===== config.mk =====
export PLATFORM = sky130hd
export DESIGN_NAME = eth_rx_collector
export DESIGN_NICKNAME = d
export VERILOG_FILES = /design/src/rtl/eth_rx_pkg.sv /design/src/rtl/eth_rx_lane_asm.sv /design/src/rtl/eth_rx_err_qual.sv /design/src/rtl/eth_rx_beat_emit.sv /design/src/rtl/eth_rx_collector.sv
export SDC_FILE = /design/constraint.sdc
export NUM_CORES = 1
export LEC_CHECK = 0
export ABC_AREA = 1
export BUFFER_PORTS_ARGS = -buffer_cell sky130_fd_sc_hd__buf_2
export CORE_ASPECT_RATIO = 1.2
export CORE_MARGIN = 5
export CORE_UTILIZATION = 38
export DETAILED_ROUTE_END_ITERATION = 10
export HOLD_SLACK_MARGIN = 0.05
export SLEW_MARGIN = 20
export SYNTH_ARGS = -nofsm -noshare
export SYNTH_HDL_FRONTEND = slang
export SYNTH_SLANG_ARGS = --single-unit

===== constraint.sdc =====
create_clock -name clk -period 1.3 [get_ports clk]
set_input_delay 0.065 -clock clk [delete_from_list [all_inputs] [get_ports clk]]
set_output_delay 0.065 -clock clk [all_outputs]
set_load 0.005 [all_outputs]

===== src/rtl/eth_rx_pkg.sv =====
package eth_rx_pkg;

   typedef struct packed {
      logic sof;
      logic eof;
      logic bad;
   } beat_flags_t;

   typedef enum logic {
      LANE_NIBBLE = 1'b0,
      LANE_BYTE   = 1'b1
   } lane_mode_e;

endpackage


===== src/rtl/eth_rx_lane_asm.sv =====
module eth_rx_lane_asm #(
   parameter int DATA_W         = 8,
   parameter bit SUPPORT_NIBBLE = 1'b1
) (
   input  logic              clk,
   input  logic              rst_n,
   input  logic              byte_mode,
   input  logic              dv,
   input  logic              frame_start,
   input  logic [DATA_W-1:0] rxd,
   output logic              byte_vld,
   output logic [DATA_W-1:0] byte_dat,
   output logic              odd_left
);
   localparam int HALF_W = DATA_W / 2;

   generate
      if (SUPPORT_NIBBLE) begin : g_dual
         logic              half_q;
         logic              cur_half;
         logic [HALF_W-1:0] low_q;

         // a new frame always starts on the low half
         assign cur_half = frame_start ? 1'b0 : half_q;

         always_ff @(posedge clk) begin
            if (!rst_n) begin
               half_q <= 1'b0;
               low_q  <= '0;
            end else if (dv) begin
               if (byte_mode == eth_rx_pkg::LANE_BYTE) begin
                  half_q <= 1'b0;
               end else begin
                  half_q <= ~cur_half;
                  if (!cur_half) low_q <= rxd[HALF_W-1:0];
               end
            end
         end

         assign byte_vld = dv & (byte_mode | cur_half);
         assign byte_dat = byte_mode ? rxd : {rxd[HALF_W-1:0], low_q};
         assign odd_left = half_q & ~byte_mode;
      end else begin : g_byte_only
         logic unused_sig;
         assign unused_sig = ^{clk, rst_n, byte_mode, frame_start};
         assign byte_vld   = dv;
         assign byte_dat   = rxd;
         assign odd_left   = 1'b0;
      end
   endgenerate
endmodule


===== src/rtl/eth_rx_err_qual.sv =====
module eth_rx_err_qual (
   input  logic clk,
   input  logic rst_n,
   input  logic dv,
   input  logic frame_start,
   input  logic rx_er,
   input  logic rx_col,
   input  logic full_duplex,
   output logic bad_prev,
   output logic bad_now,
   output logic err_pulse
);
   logic bad_q;
   logic col_eff;

   assign col_eff  = rx_col & ~full_duplex;
   assign bad_prev = frame_start ? 1'b0 : bad_q;
   assign bad_now  = bad_prev | (dv & (rx_er | col_eff));

   always_ff @(posedge clk) begin
      if (!rst_n) begin
         bad_q     <= 1'b0;
         err_pulse <= 1'b0;
      end else begin
         if (dv) bad_q <= bad_now;
         err_pulse <= dv & rx_er;
      end
   end
endmodule


===== src/rtl/eth_rx_beat_emit.sv =====
module eth_rx_beat_emit #(
   parameter int DATA_W = 8
) (
   input  logic              clk,
   input  logic              rst_n,
   input  logic              pass_bad,
   input  logic              dv,
   input  logic              frame_start,
   input  logic              frame_end,
   input  logic              byte_vld,
   input  logic [DATA_W-1:0] byte_dat,
   input  logic              bad_prev,
   input  logic              bad_now,
   input  logic              odd_left,
   output logic              out_valid,
   output logic [DATA_W-1:0] out_data,
   output logic              out_sof,
   output logic              out_eof,
   output logic              out_bad,
   output logic              drop_pulse
);
   import eth_rx_pkg::*;

   logic              hold_v_q;
   logic              emitted_q;
   logic [DATA_W-1:0] hold_q;
   logic              valid_q;
   logic [DATA_W-1:0] data_q;
   beat_flags_t       flags_q;
   logic              drop_q;

   logic em_c, hv_c, discard_now, newly_drop;
   logic end_bad, already_dropped, end_drop;

   assign em_c            = frame_start ? 1'b0 : emitted_q;
   assign hv_c            = frame_start ? 1'b0 : hold_v_q;
   assign discard_now     = bad_now & ~pass_bad;
   assign newly_drop      = discard_now & ~bad_prev;
   assign end_bad         = bad_prev | odd_left;
   assign already_dropped = bad_prev & ~pass_bad;
   assign end_drop        = (end_bad & ~pass_bad) | ~hold_v_q;

   always_ff @(posedge clk) begin
      if (!rst_n) begin
         hold_v_q  <= 1'b0;
         emitted_q <= 1'b0;
         hold_q    <= '0;
         valid_q   <= 1'b0;
         data_q    <= '0;
         flags_q   <= '0;
         drop_q    <= 1'b0;
      end else begin
         valid_q <= 1'b0;
         data_q  <= '0;
         flags_q <= '0;
         drop_q  <= 1'b0;
         if (dv) begin
            if (discard_now) begin
               hold_v_q  <= 1'b0;
               emitted_q <= em_c;
               if (newly_drop) begin
                  drop_q <= 1'b1;
                  if (em_c) begin
                     valid_q     <= 1'b1;
                     flags_q.eof <= 1'b1;
                     flags_q.bad <= 1'b1;
                  end
               end
            end else if (byte_vld) begin
               hold_q    <= byte_dat;
               hold_v_q  <= 1'b1;
               emitted_q <= em_c | hv_c;
               if (hv_c) begin
                  valid_q     <= 1'b1;
                  data_q      <= hold_q;
                  flags_q.sof <= ~em_c;
               end
            end else begin
               hold_v_q  <= hv_c;
               emitted_q <= em_c;
            end
         end else if (frame_end) begin
            hold_v_q  <= 1'b0;
            emitted_q <= 1'b0;
            if (!already_dropped) begin
               if (end_drop) begin
                  drop_q <= 1'b1;
                  if (emitted_q) begin
                     valid_q     <= 1'b1;
                     flags_q.eof <= 1'b1;
                     flags_q.bad <= 1'b1;
                  end
               end else begin
                  valid_q     <= 1'b1;
                  data_q      <= hold_q;
                  flags_q.sof <= ~emitted_q;
                  flags_q.eof <= 1'b1;
                  flags_q.bad <= end_bad;
               end
            end
         end
      end
   end

   assign out_valid  = valid_q;
   assign out_data   = data_q;
   assign out_sof    = flags_q.sof;
   assign out_eof    = flags_q.eof;
   assign out_bad    = flags_q.bad;
   assign drop_pulse = drop_q;
endmodule


===== src/rtl/eth_rx_collector.sv =====
module eth_rx_collector #(
   parameter int DATA_W         = 8,
   parameter bit SUPPORT_NIBBLE = 1'b1
) (
   input  logic              clk,
   input  logic              rst_n,
   input  logic              cfg_byte_mode,
   input  logic              cfg_full_duplex,
   input  logic              cfg_pass_bad,
   input  logic              rx_dv,
   input  logic              rx_er,
   input  logic              rx_col,
   input  logic [DATA_W-1:0] rxd,
   output logic              out_valid,
   output logic [DATA_W-1:0] out_data,
   output logic              out_sof,
   output logic              out_eof,
   output logic              out_bad,
   output logic              stat_err_pulse,
   output logic              stat_drop_pulse
);
   localparam int HALF_W = DATA_W / 2;

   generate
      if (DATA_W < 2 || (HALF_W * 2) != DATA_W) begin : g_bad_width
         $error("eth_rx_collector: DATA_W must be an even value of at least 2");
      end
   endgenerate

   logic              dv_q;
   logic              frame_start, frame_end;
   logic              byte_vld, odd_left;
   logic [DATA_W-1:0] byte_dat;
   logic              bad_prev, bad_now;

   always_ff @(posedge clk) begin
      if (!rst_n) dv_q <= 1'b0;
      else        dv_q <= rx_dv;
   end

   assign frame_start = rx_dv & ~dv_q;
   assign frame_end   = ~rx_dv & dv_q;

   eth_rx_lane_asm #(.DATA_W(DATA_W), .SUPPORT_NIBBLE(SUPPORT_NIBBLE)) u_asm (
      .clk(clk), .rst_n(rst_n), .byte_mode(cfg_byte_mode), .dv(rx_dv),
      .frame_start(frame_start), .rxd(rxd), .byte_vld(byte_vld),
      .byte_dat(byte_dat), .odd_left(odd_left)
   );

   eth_rx_err_qual u_qual (
      .clk(clk), .rst_n(rst_n), .dv(rx_dv), .frame_start(frame_start),
      .rx_er(rx_er), .rx_col(rx_col), .full_duplex(cfg_full_duplex),
      .bad_prev(bad_prev), .bad_now(bad_now), .err_pulse(stat_err_pulse)
   );

   eth_rx_beat_emit #(.DATA_W(DATA_W)) u_emit (
      .clk(clk), .rst_n(rst_n), .pass_bad(cfg_pass_bad), .dv(rx_dv),
      .frame_start(frame_start), .frame_end(frame_end), .byte_vld(byte_vld),
      .byte_dat(byte_dat), .bad_prev(bad_prev), .bad_now(bad_now),
      .odd_left(odd_left), .out_valid(out_valid), .out_data(out_data),
      .out_sof(out_sof), .out_eof(out_eof), .out_bad(out_bad),
      .drop_pulse(stat_drop_pulse)
   );
endmodule


Word-level counts from Yosys, hierarchy flattened
Index checks and enable logic that the tools add are counted.
{"block": "op_classes", "n_mux": 48, "n_lt_le_gt_ge": 0, "bitwise": 28, "shift": 0, "mul": 0, "n_div": 0, "n_reduce_logical": 3, "n_eq_ne": 0, "addsub": 0}
{"operator": "8-bit two-way mux", "count": 8}
{"operator": "1-bit two-way mux", "count": 32}
{"operator": "1-bit AND", "count": 11}
{"operator": "1-bit inverter", "count": 11}
{"operator": "2-bit two-way mux", "count": 5}
{"operator": "3-bit two-way mux", "count": 3}
{"operator": "1-bit OR", "count": 6}
{"operator": "3-bit AND reduction", "count": 2}
{"operator": "2-bit nonzero test", "count": 1}
{"block": "word_totals", "word_cells": 93, "inputBits": 16, "romBits": 0, "regBits": 31, "latch_bits": 0, "mem_count": 0, "ramBits": 0}

Depth between registers and ports, before layout
Gate-level depths: netlist (run 1).
{"block": "logic_depth", "word_depth": 10, "ltp_mapped": 9, "depth_no_buf": 9}

By module
A second synthesis (run 1) with hierarchy kept.
{"block": "unflattened", "cells_unflattened": 197, "area_unflattened_um2": 1396.3}
{"mod": "eth_rx_beat_emit", "area_per_inst_um2": 885.8, "seq_area_each_um2": 460.4, "cells_per_inst": 114, "instances": 1}
{"mod": "eth_rx_lane_asm", "area_per_inst_um2": 367.9, "seq_area_each_um2": 100.1, "cells_per_inst": 60, "instances": 1}
{"mod": "eth_rx_err_qual", "area_per_inst_um2": 97.6, "seq_area_each_um2": 40.0, "cells_per_inst": 16, "instances": 1}
{"mod": "eth_rx_collector", "area_per_inst_um2": 45.0, "seq_area_each_um2": 20.0, "cells_per_inst": 7, "instances": 1}

Least setup slack after synthesis (run 1)
No wires, ideal clock.
{"block": "synth_path", "path_kind": "flip-flop to flip-flop", "from": "register dv_q", "to": "register u_emit.hold_q[0]", "setup_ps": 113, "arrival_time_ps": 1067, "path_stages_with_launch": 8, "slack_ps": 120, "period_less_slack_ps": 1180, "t_required_ps": 1187, "path_cell_list": "dfxtp_1 -> inv_2 -> nand2_2 -> a21oi_4 -> nor2_8 -> buf_6 -> a21oi_2 -> nor2_1"}
{"block": "synth_via", "elab_chain_cells": 7}
{"item": "from (decl)", "line_no": "eth_rx_collector.sv:30", "text": "logic dv_q;"}
{"item": "from (signal assigned)", "line_no": "eth_rx_collector.sv:38", "text": "else dv_q <= rx_dv;"}
{"item": "1-bit inverter (*)", "line_no": "eth_rx_collector.sv:41", "text": "assign frame_start = rx_dv & ~dv_q;"}
{"item": "1-bit AND (*)", "line_no": "eth_rx_collector.sv:41"}
{"item": "1-bit two-way mux", "line_no": "eth_rx_err_qual.sv:17", "text": "assign bad_prev = frame_start ? 1'b0 : bad_q;"}
{"item": "1-bit OR", "line_no": "eth_rx_err_qual.sv:18", "text": "assign bad_now = bad_prev | (dv & (rx_er | col_eff));"}
{"item": "1-bit AND", "line_no": "eth_rx_beat_emit.sv:37", "text": "assign discard_now = bad_now & ~pass_bad;"}
{"item": "1-bit inverter (no line)"}
{"item": "3-bit AND reduction (no line) (*)"}
{"item": "to (signal assigned)", "line_no": "eth_rx_beat_emit.sv:70", "text": "hold_q <= byte_dat;"}
{"item": "to (decl)", "line_no": "eth_rx_beat_emit.sv:26", "text": "logic [DATA_W-1:0] hold_q;"}
Mark *: on every way between the ends. The rest lies on a longest branch, timed or not.
A chain may end at the register's enable or synchronous reset.

Final worst setup path (run 1)
{"block": "layout_path", "from": "register dv_q", "to": "register u_emit.hold_q[6]"}
The elaborated chain is that of the path after synthesis.

==> results.cfg, run 1 <==
[outcome]
status = finished, violations left
violations = negative setup slack

[timing]
fin_setup_tns_ns = -0.00523
max_freq_ghz = 0.766
timing.final.crit_period_ns = 1.31
setup_violations = 1
slew_headroom = 0.708
finalCritPeriodShare = 1.00
rsz0062_at_grt = true
finClkSkew_ns = 0.00727
drv_slew = 0
tightest_slew_ns = 0.438
finalHoldViolCount = 0
worst_slack_ns = -0.00523

[grt]
grt_pass1_vias = 1180
gr-total-overflow = 0
grt_max_degree = 21
grt_pass1_wl_mm = 5.23
grt.total_usage = 0.133
antenna_found_initial = 0

[critical_path]
slowest_delay_ns = 0.32
startpoint_type = register
crit_chain = inv_2 -> nand2_4 -> a21oi_4 -> nor2_8 -> buf_12 -> a21oi_2 -> nor2_1
worstSetupPathType = reg -> reg
worstPathMaxFanout = 7
cp_slowest_cell = dfxtp_2
cp-end-kind = register
cp.arrival_ns = 1.48
cp.required_ns = 1.47

[synth]
synth_top_area_frac = 0.448
yosysWarnings = 0
syn_area_per_cell_um2 = 8.30
synth_fp_nets = 183
synth_area_um2 = 1390
synth_seq_cells = 31
synth_seq_area_share = 0.448
synth.area.top_cells = dfxtp_1 (45%), nand2_1 (9.2%), a21oi_1 (7.6%)
yosys.area.top_type = dfxtp_1
ys_types = 21
synth_cells = 167

[clock_network]
cts_inserted_buffers = 5
cts_tree = done
clkTransAtPathRegs_ns = 0.07
htreeDepth = 2
root_buffer = clkbuf_8
clk_latency_ns = 0.28
clkSinkCount = 31
clockBufferDepth = 2

[die]
die-area_um2 = 4960
initial_utilization = 0.388
io-pin-count = 30
die_height_um = 76.2
rows = 24
core_um2 = 3570
die_w_um = 65.1

[layout]
postLayoutCoreUtil = 0.523
ff_latch_area_um2 = 622
n_antenna_cell = 0
fin_area_um2 = 1870
most-common-layout-cells = nand2_1 (33), dfxtp_1 (30), buf_2 (29)
area_delta_synth_final_pct = 34.7
final_common_cell = nand2_1
fillers = 331
multi_input_area_um2 = 733
fin_nets = 230
drive_gt1_frac = 0.363

[pwr]
p_per_area_nw_per_um2 = 1260
p_leak_nw = 0.891
ir_worst_vdd_uv = 595

[routing]
antenna_left = 0
firstDrtPassIters = 4
drt_iter0_markers = 31
vias_per_cell = 5.06
vias = 1285
drc = 0
postRouteWirelength_mm = 3.42
wl_per_cell_um = 13.5

[flow_run]
max_cap_violations = 0

[place]
postPlaceCellArea_um2 = 1550
io_buffer_count = 29
dp_hpwl_mm = 2.19
gp_congestion = 0.867
pre_cts_slack_ns = -0.0260

[hold_path]
min_path_type = in -> reg
## synth_stat cells (all sizes together)
library cell / instances
buf: 4
nand4: 2
o21ai: 2
o2111ai: 1
nand2: 40
mux2i: 7
dfxtp: 31
inv: 16
nand3: 18
a21oi: 31
clkbuf: 2
nor2: 13
## layer usage
layer | wire length, µm | track usage | part of all wire
met5 | 0 | 0 | 0
met4 | 94 | 0.0581 | 0.027
met3 | 163 | 0.0457 | 0.048
met2 | 1750 | 0.221 | 0.51
met1 | 1410 | 0.153 | 0.41
## what timing repair did
action / CTS / global route
endpoints found under the hold margin: 2 / 0
hold buffers: 2 / 0
buffers inserted: 3 / 7
setup endpoints to repair: 10 / 22
pin swaps: 1 / 16
gates cloned: 0 / 2
resized for setup: 2 / 12
## path summary, 6_finish.rpt
kind	startpoint	endpoint	slack [ns]	cells after the start
worst min-delay path	rxd[2]	u_asm.g_dual.low_q[2]	0.09	3
worst max register to register	dv_q	u_emit.hold_q[6]	-0.005	7
worst max-delay path	dv_q	u_emit.hold_q[6]	-0.005	7
worst min register to register	u_emit.hold_q[3]	u_emit.out_data[3]	0.45	2
## cell type report
| class | instances | area share |
|---|---|---|
| repair buffers | 44 | 0.153 |
| well taps | 39 | 0.0261 |
| inverters | 16 | 0.0322 |
| multi-input cells | 116 | 0.392 |
| clock inverters | 2 | 0.0188 |
| clock buffers | 6 | 0.0442 |
| flip-flops and latches | 31 | 0.333 |
## where the power goes
| group | leakage, nW | total (mW) | switching (mW) | internal [mW] |
|---|---|---|---|---|
| Sequential | 0.253 | 1.02 | 0.0313 | 0.991 |
| Combinational | 0.576 | 0.350 | 0.200 | 0.150 |
| Clock | 0.0612 | 0.979 | 0.360 | 0.620 |
| Total | 0.891 | 2.35 | 0.591 | 1.76 |
## critical path, delay by kind of cell (launching register included)
family | cells | cell delay [ns]
AOI/OAI and AO/OA | 2 | 0.41
and+or+nand+nor | 3 | 0.23
DFF | 1 | 0.32
buffers and inverters | 2 | 0.24
## per-stage QoR
| stage | total power [mW] | std cells | hold slack, ns |
|---|---|---|---|
| after detailed placement | 1.30 | 232 | 0.334 |
| after CTS | 2.30 | 245 | 0.0851 |
| final | 2.35 | 254 | 0.0865 |
| after global placement | 1.29 | 232 | 0.297 |
| after global routing | 2.45 | 254 | 0.0880 |
| after floorplan | 1.24 | 167 | 0.199 |
## cell families after synthesis
family                 Yosys count  synth area share
AOI/OAI and AO/OA               34             0.158
buffers and inverters           22            0.0839
DFF                             31             0.448
muxes                            7            0.0505
and+or+nand+nor                 73             0.260
No activity file was read; power rests on OpenSTA's default activity.
==> run 2: changes to the inputs <==
--- a/config.mk
+++ b/config.mk
@@ -7,7 +7,6 @@
 export LEC_CHECK = 0
 export ABC_AREA = 1
 export BUFFER_PORTS_ARGS = -buffer_cell sky130_fd_sc_hd__buf_2
-export CORE_ASPECT_RATIO = 1.2
 export CORE_MARGIN = 5
 export CORE_UTILIZATION = 38
 export DETAILED_ROUTE_END_ITERATION = 10
==> run 2 against run 1 <==
Compared with the run above:
- the run still ends with negative setup slack left
- global-route usage down 0.92 points
- clock skew up 0.00081 ns
- critical endpoint is now u_asm.g_dual.half_q
- clock-buffer cell count unchanged
- sequential share of layout area down 0.55 points
- worst setup slack worse by 0.032 ns
- via count down 4.5%
- register-to-register slack worse by 0.03 ns
- critical path type unchanged
- total power down 3.4%
==> results.cfg, run 2 (synthesis gave the netlist of run 1 again) <==
[outcome]
status = finished, violations left
violations = negative setup slack

[timing]
tightest_slew_ns = 0.381
setup_violations = 7
slew_headroom = 0.745
worst_slack_ns = -0.0374
finalCritPeriodShare = 1.03
rsz0062_at_grt = true
finalHoldViolCount = 0
finClkSkew_ns = 0.00808
timing.final.crit_period_ns = 1.34
drv_slew = 0
max_freq_ghz = 0.748

[critical_path]
worstSetupPathType = reg -> reg
cp_slowest_cell = dfxtp_2
crit_chain = inv_2 -> nand2_4 -> a21oi_4 -> nor2_8 -> clkbuf_16 -> buf_4 -> nor2_1
cp.arrival_ns = 1.56
worst-path-buf-inv = 3
startpoint_type = register
cp.required_ns = 1.52
worstPathMaxFanout = 6
slowest_delay_ns = 0.32
cp-end-kind = register
crit_family = buffers and inverters

[pwr]
ir_worst_vdd_uv = 704
p_leak_nw = 0.902
p_per_area_nw_per_um2 = 1200

[clock_network]
clk_latency_ns = 0.28
cts_tree = done
htreeDepth = 2
clkTransAtPathRegs_ns = 0.06
root_buffer = clkbuf_8
clockBufferDepth = 2
clkSinkCount = 31
cts_inserted_buffers = 5

[die]
rows = 22
core_um2 = 3610
initial_utilization = 0.384
die-area_um2 = 4960
die_w_um = 70.4
io-pin-count = 30
die_height_um = 70.4

[layout]
drive_gt1_frac = 0.390
final_common_cell = nand2_1
fin_nets = 234
most-common-layout-cells = nand2_1 (31), dfxtp_1 (30), buf_2 (29)
fillers = 348
layoutNonFillerInstCount = 266
fin_area_um2 = 1900
area_delta_synth_final_pct = 37.0
n_antenna_cell = 0

[place]
gp_congestion = 0.794
numPlacedInstances = 241
io_buffer_count = 29
postPlaceCellArea_um2 = 1560
dp_hpwl_mm = 2.04

[routing]
firstDrtPassIters = 4
drt_iter0_markers = 41
vias = 1227
wl_per_cell_um = 12.1
vias_per_cell = 4.61
antenna_left = 0
drc = 0
postRouteWirelength_mm = 3.21

[grt]
antenna_found_initial = 0
grt.total_usage = 0.124
grt_pass1_wl_mm = 4.77
gr-total-overflow = 0
grt_max_degree = 21
grt_pass1_vias = 1073

[hold_path]
min_path_type = in -> reg

[flow_run]
max_cap_violations = 0
[run 2: cell types whose count changed in the layout (fill, tap and decap cells not counted), sizes merged]
cell         change
buf              +2
dlygate4sd3      +1
clkbuf           +1
clkinv           -1
[run 2: repair_timing]
item,in CTS,in global routing
pin swaps,0,17
endpoints found under the setup margin,5,22
endpoints found under the hold margin,2,0
gates cloned,0,3
hold buffers,3,0
setup buffers,0,12
resized for setup,1,17
[run 2: final cells by class]
cell class,instances,area (µm²),area share
timing repair buffer,48,328,0.173
clock inverter,1,30.0,0.0158
inverter,16,60.1,0.0316
multi-input combinational,116,727,0.383
clock buffer,6,72.6,0.0382
tap,48,60.1,0.0316
sequential,31,622,0.327
[run 2: worst paths after layout]
kind / from / to / slack [ns] / depth (start not counted)
worst max-delay path: dv_q / u_asm.g_dual.half_q / -0.04 / 7
worst min-delay path: rxd[1] / u_asm.g_dual.low_q[1] / 0.07 / 3
worst max register to register: dv_q / u_asm.g_dual.half_q / -0.04 / 7
worst min register to register: u_emit.hold_q[7] / u_emit.out_data[7] / 0.45 / 2
[run 2: worst register-to-register path, stage by stage (launching register included)]
cell and delay [ns]:
dfxtp_2 0.32, inv_2 0.08, nand2_4 0.08, a21oi_4 0.31, nor2_8 0.11, clkbuf_16 0.17, buf_4 0.13, nor2_1 0.08
[run 2: power breakdown]
| group | switching [mW] | total, mW | internal [mW] |
|---|---|---|---|
| Combinational | 0.198 | 0.355 | 0.157 |
| Sequential | 0.0264 | 1.02 | 0.992 |
| Clock | 0.337 | 0.897 | 0.561 |
[run 2: metal layers]
| layer | share of wire | vias to the layer above | routed length (µm) | track usage |
|---|---|---|---|---|
| li1 | - | 655 | - | - |
| met1 | 0.46 | 536 | 1460 | 0.151 |
| met2 | 0.46 | 28 | 1480 | 0.181 |
| met3 | 0.065 | 8 | 209 | 0.0547 |
| met4 | 0.018 | 0 | 57 | 0.0702 |
| met5 | 0 | - | 0 | 0 |
[run 2: per-stage QoR]
step | TNS (ns) | power, mW | hold WS (ns) | util | setup WS [ns]
after floorplan | 0 | 1.24 | 0.199 | - | 0.120
after global placement | 0 | 1.30 | 0.296 | 0.432 | 0.0255
after detailed placement | 0 | 1.30 | 0.318 | 0.432 | 0.0106
after CTS | 0 | 2.21 | 0.0664 | 0.471 | 0.000773
after global routing | -0.879 | 2.37 | 0.0737 | 0.527 | -0.111
final | -0.159 | 2.27 | 0.0688 | 0.527 | -0.0374
==> run 3: changes to the inputs <==
--- a/config.mk
+++ b/config.mk
@@ -7,6 +7,7 @@
 export LEC_CHECK = 0
 export ABC_AREA = 1
 export BUFFER_PORTS_ARGS = -buffer_cell sky130_fd_sc_hd__buf_2
+export CORE_ASPECT_RATIO = 2
 export CORE_MARGIN = 5
 export CORE_UTILIZATION = 38
 export DETAILED_ROUTE_END_ITERATION = 10
==> run 3 against run 2 <==
Compared with the run above:
- the flow now finishes without violations
- hold slack lost 0.0076 ns
- first-iteration DRC count shrank 51%
- clock-buffer cell count is the same
- total power shrank 8.1%
- maximum frequency grew 8.1%
- critical endpoint is now u_emit.hold_v_q
- largest cell class unchanged
- highest routed layer unchanged
==> results.cfg, run 3 (synthesis gave the netlist of run 1 again) <==
[hold_path]
min_from = rst_n
whs_path_depth = 3
hold_end = u_emit.out_sof
min_path_type = in -> reg

[grt]
antenna_found_initial = 0
grt_pass1_vias = 1109
grt.total_usage = 0.130
grt_max_degree = 20
gr-total-overflow = 0
grt_pass1_wl_mm = 4.79

[timing]
timing.final.crit_period_ns = 1.24
finClkSkew_ns = 0.00492
finalCritPeriodShare = 0.952
max_freq_ghz = 0.808
finalHoldViolCount = 0
drv_slew = 0
tightest_slew_ns = 0.388
worst_slack_ns = 0.0625
slew_headroom = 0.741
fin_setup_tns_ns = 0
setup_violations = 0

[routing]
firstDrtPassIters = 4
drt_iter0_markers = 20
drc = 0
wl_per_cell_um = 12.0
antenna_left = 0
postRouteWirelength_mm = 3.09
vias_per_cell = 4.82
vias = 1240

[layout]
fillers = 376
most-common-layout-cells = nand2_1 (33), dfxtp_1 (30), buf_2 (29)
drive_gt1_frac = 0.341
fin_nets = 224
area_delta_synth_final_pct = 26.9
final_common_cell = nand2_1
n_antenna_cell = 0

[clock_network]
clockBufferDepth = 2
clk_latency_ns = 0.28
cts_tree = done
root_buffer = clkbuf_8
clkSinkCount = 31
htreeDepth = 2
cts_inserted_buffers = 5
clkTransAtPathRegs_ns = 0.06

[critical_path]
crit_chain = inv_2 -> nand2_4 -> a21oi_4 -> buf_4 -> buf_4 -> nand2_1 -> nand3_2 -> a21oi_1
cp-end-kind = register
worstPathMaxFanout = 4
cp.required_ns = 1.46
slowest_delay_ns = 0.31
r2r-start = dv_q
startpoint_type = register
worstSetupPathType = reg -> reg
r2r_end = u_emit.hold_v_q
crit_top_cell = buf_4
r2r_cells = 8
cp.arrival_ns = 1.40
r2r_setup_slack_ns = 0.06
cp_slowest_cell = dfxtp_2

[die]
core_um2 = 3570
io-pin-count = 30
rows = 31
initial_utilization = 0.388
die_height_um = 95.4
die_w_um = 52.7
die-area_um2 = 5030

[place]
pre_cts_slack_ns = 0.00304
gp_congestion = 0.904
dp_hpwl_mm = 2.10
io_buffer_count = 29

[pwr]
ir_worst_vdd_uv = 691
p_per_area_nw_per_um2 = 1190
p_leak_nw = 0.829

[outcome]
status = finished, final reports clean

[flow_run]
max_cap_violations = 0
[run 3: cell count changes in the layout (fill, tap and decap cells not counted), sizes merged]
cell         before  now
buf              44   36
clkinv            0    1
dlygate4sd3       3    1
clkbuf            7    6
bufinv            1    0
nand3            18   19
[run 3: per-stage QoR]
step	area (µm²)	hold WS, ns	instances	util	total power, mW
after floorplan	1390	0.199	167	-	1.24
after global routing	1760	0.0743	257	0.493	2.18
after CTS	1700	0.0584	254	0.476	2.07
after global placement	1560	0.305	242	0.437	1.29
final	1760	0.0612	257	0.493	2.09
after detailed placement	1560	0.303	242	0.437	1.30
[run 3: timing repair]
| action | 4_1_cts | 5_1_grt |
|---|---|---|
| pin swaps | 2 | 5 |
| setup buffers | 3 | 2 |
| hold buffers | 1 | 0 |
| gates cloned | 1 | 2 |
| resized for setup | 1 | 8 |
| endpoints found under the hold margin | 1 | 0 |
| endpoints found under the setup margin | 10 | 21 |
[run 3: final cells by class]
type	instances	area, µm²	area share
Multi-Input combinational cell	117	713	0.405
Sequential cell	31	622	0.353
Timing Repair Buffer	37	215	0.122
Clock buffer	6	82.6	0.0469
Tap cell	49	61.3	0.0349
Inverter	16	60.1	0.0341
Clock inverter	1	5.00	0.00284
[run 3: report_power, final]
part / switching (mW) / internal (mW)
clock network: 0.344 / 0.414
logic: 0.185 / 0.125
registers: 0.0255 / 0.992
total: 0.555 / 1.53
[run 3: worst max path at each step]
stage          startpoint            endpoint  slack (ns)  depth (start not counted)
6_report             dv_q     u_emit.hold_v_q        0.06                          8
5_1_grt              dv_q     u_emit.hold_v_q      -0.007                          8
4_1_cts              dv_q  u_emit.out_data[5]        0.01                          7
3_5_place_dp         dv_q  u_emit.out_data[5]       0.003                          6
3_3_place_gp         dv_q  u_emit.out_data[6]        0.03                          6
2_1_floorplan        dv_q    u_emit.hold_q[0]        0.12                          7
[run 3: routing by layer]
layer,part of all wire,track usage,up-vias
li1,-,-,631
met1,0.37,0.131,573
met2,0.57,0.230,30
met3,0.043,0.0407,6
met4,0.023,0.0661,0
met5,0,0,-
[run 3: worst max-delay path, delay by kind of cell, from the launching register on]
kind                   cells  cell delay [ns]
buffers and inverters      3             0.34
flip-flops                 1             0.31
AO/OA/AOI/OAI              2             0.26
AND/OR/NAND/NOR            3             0.21
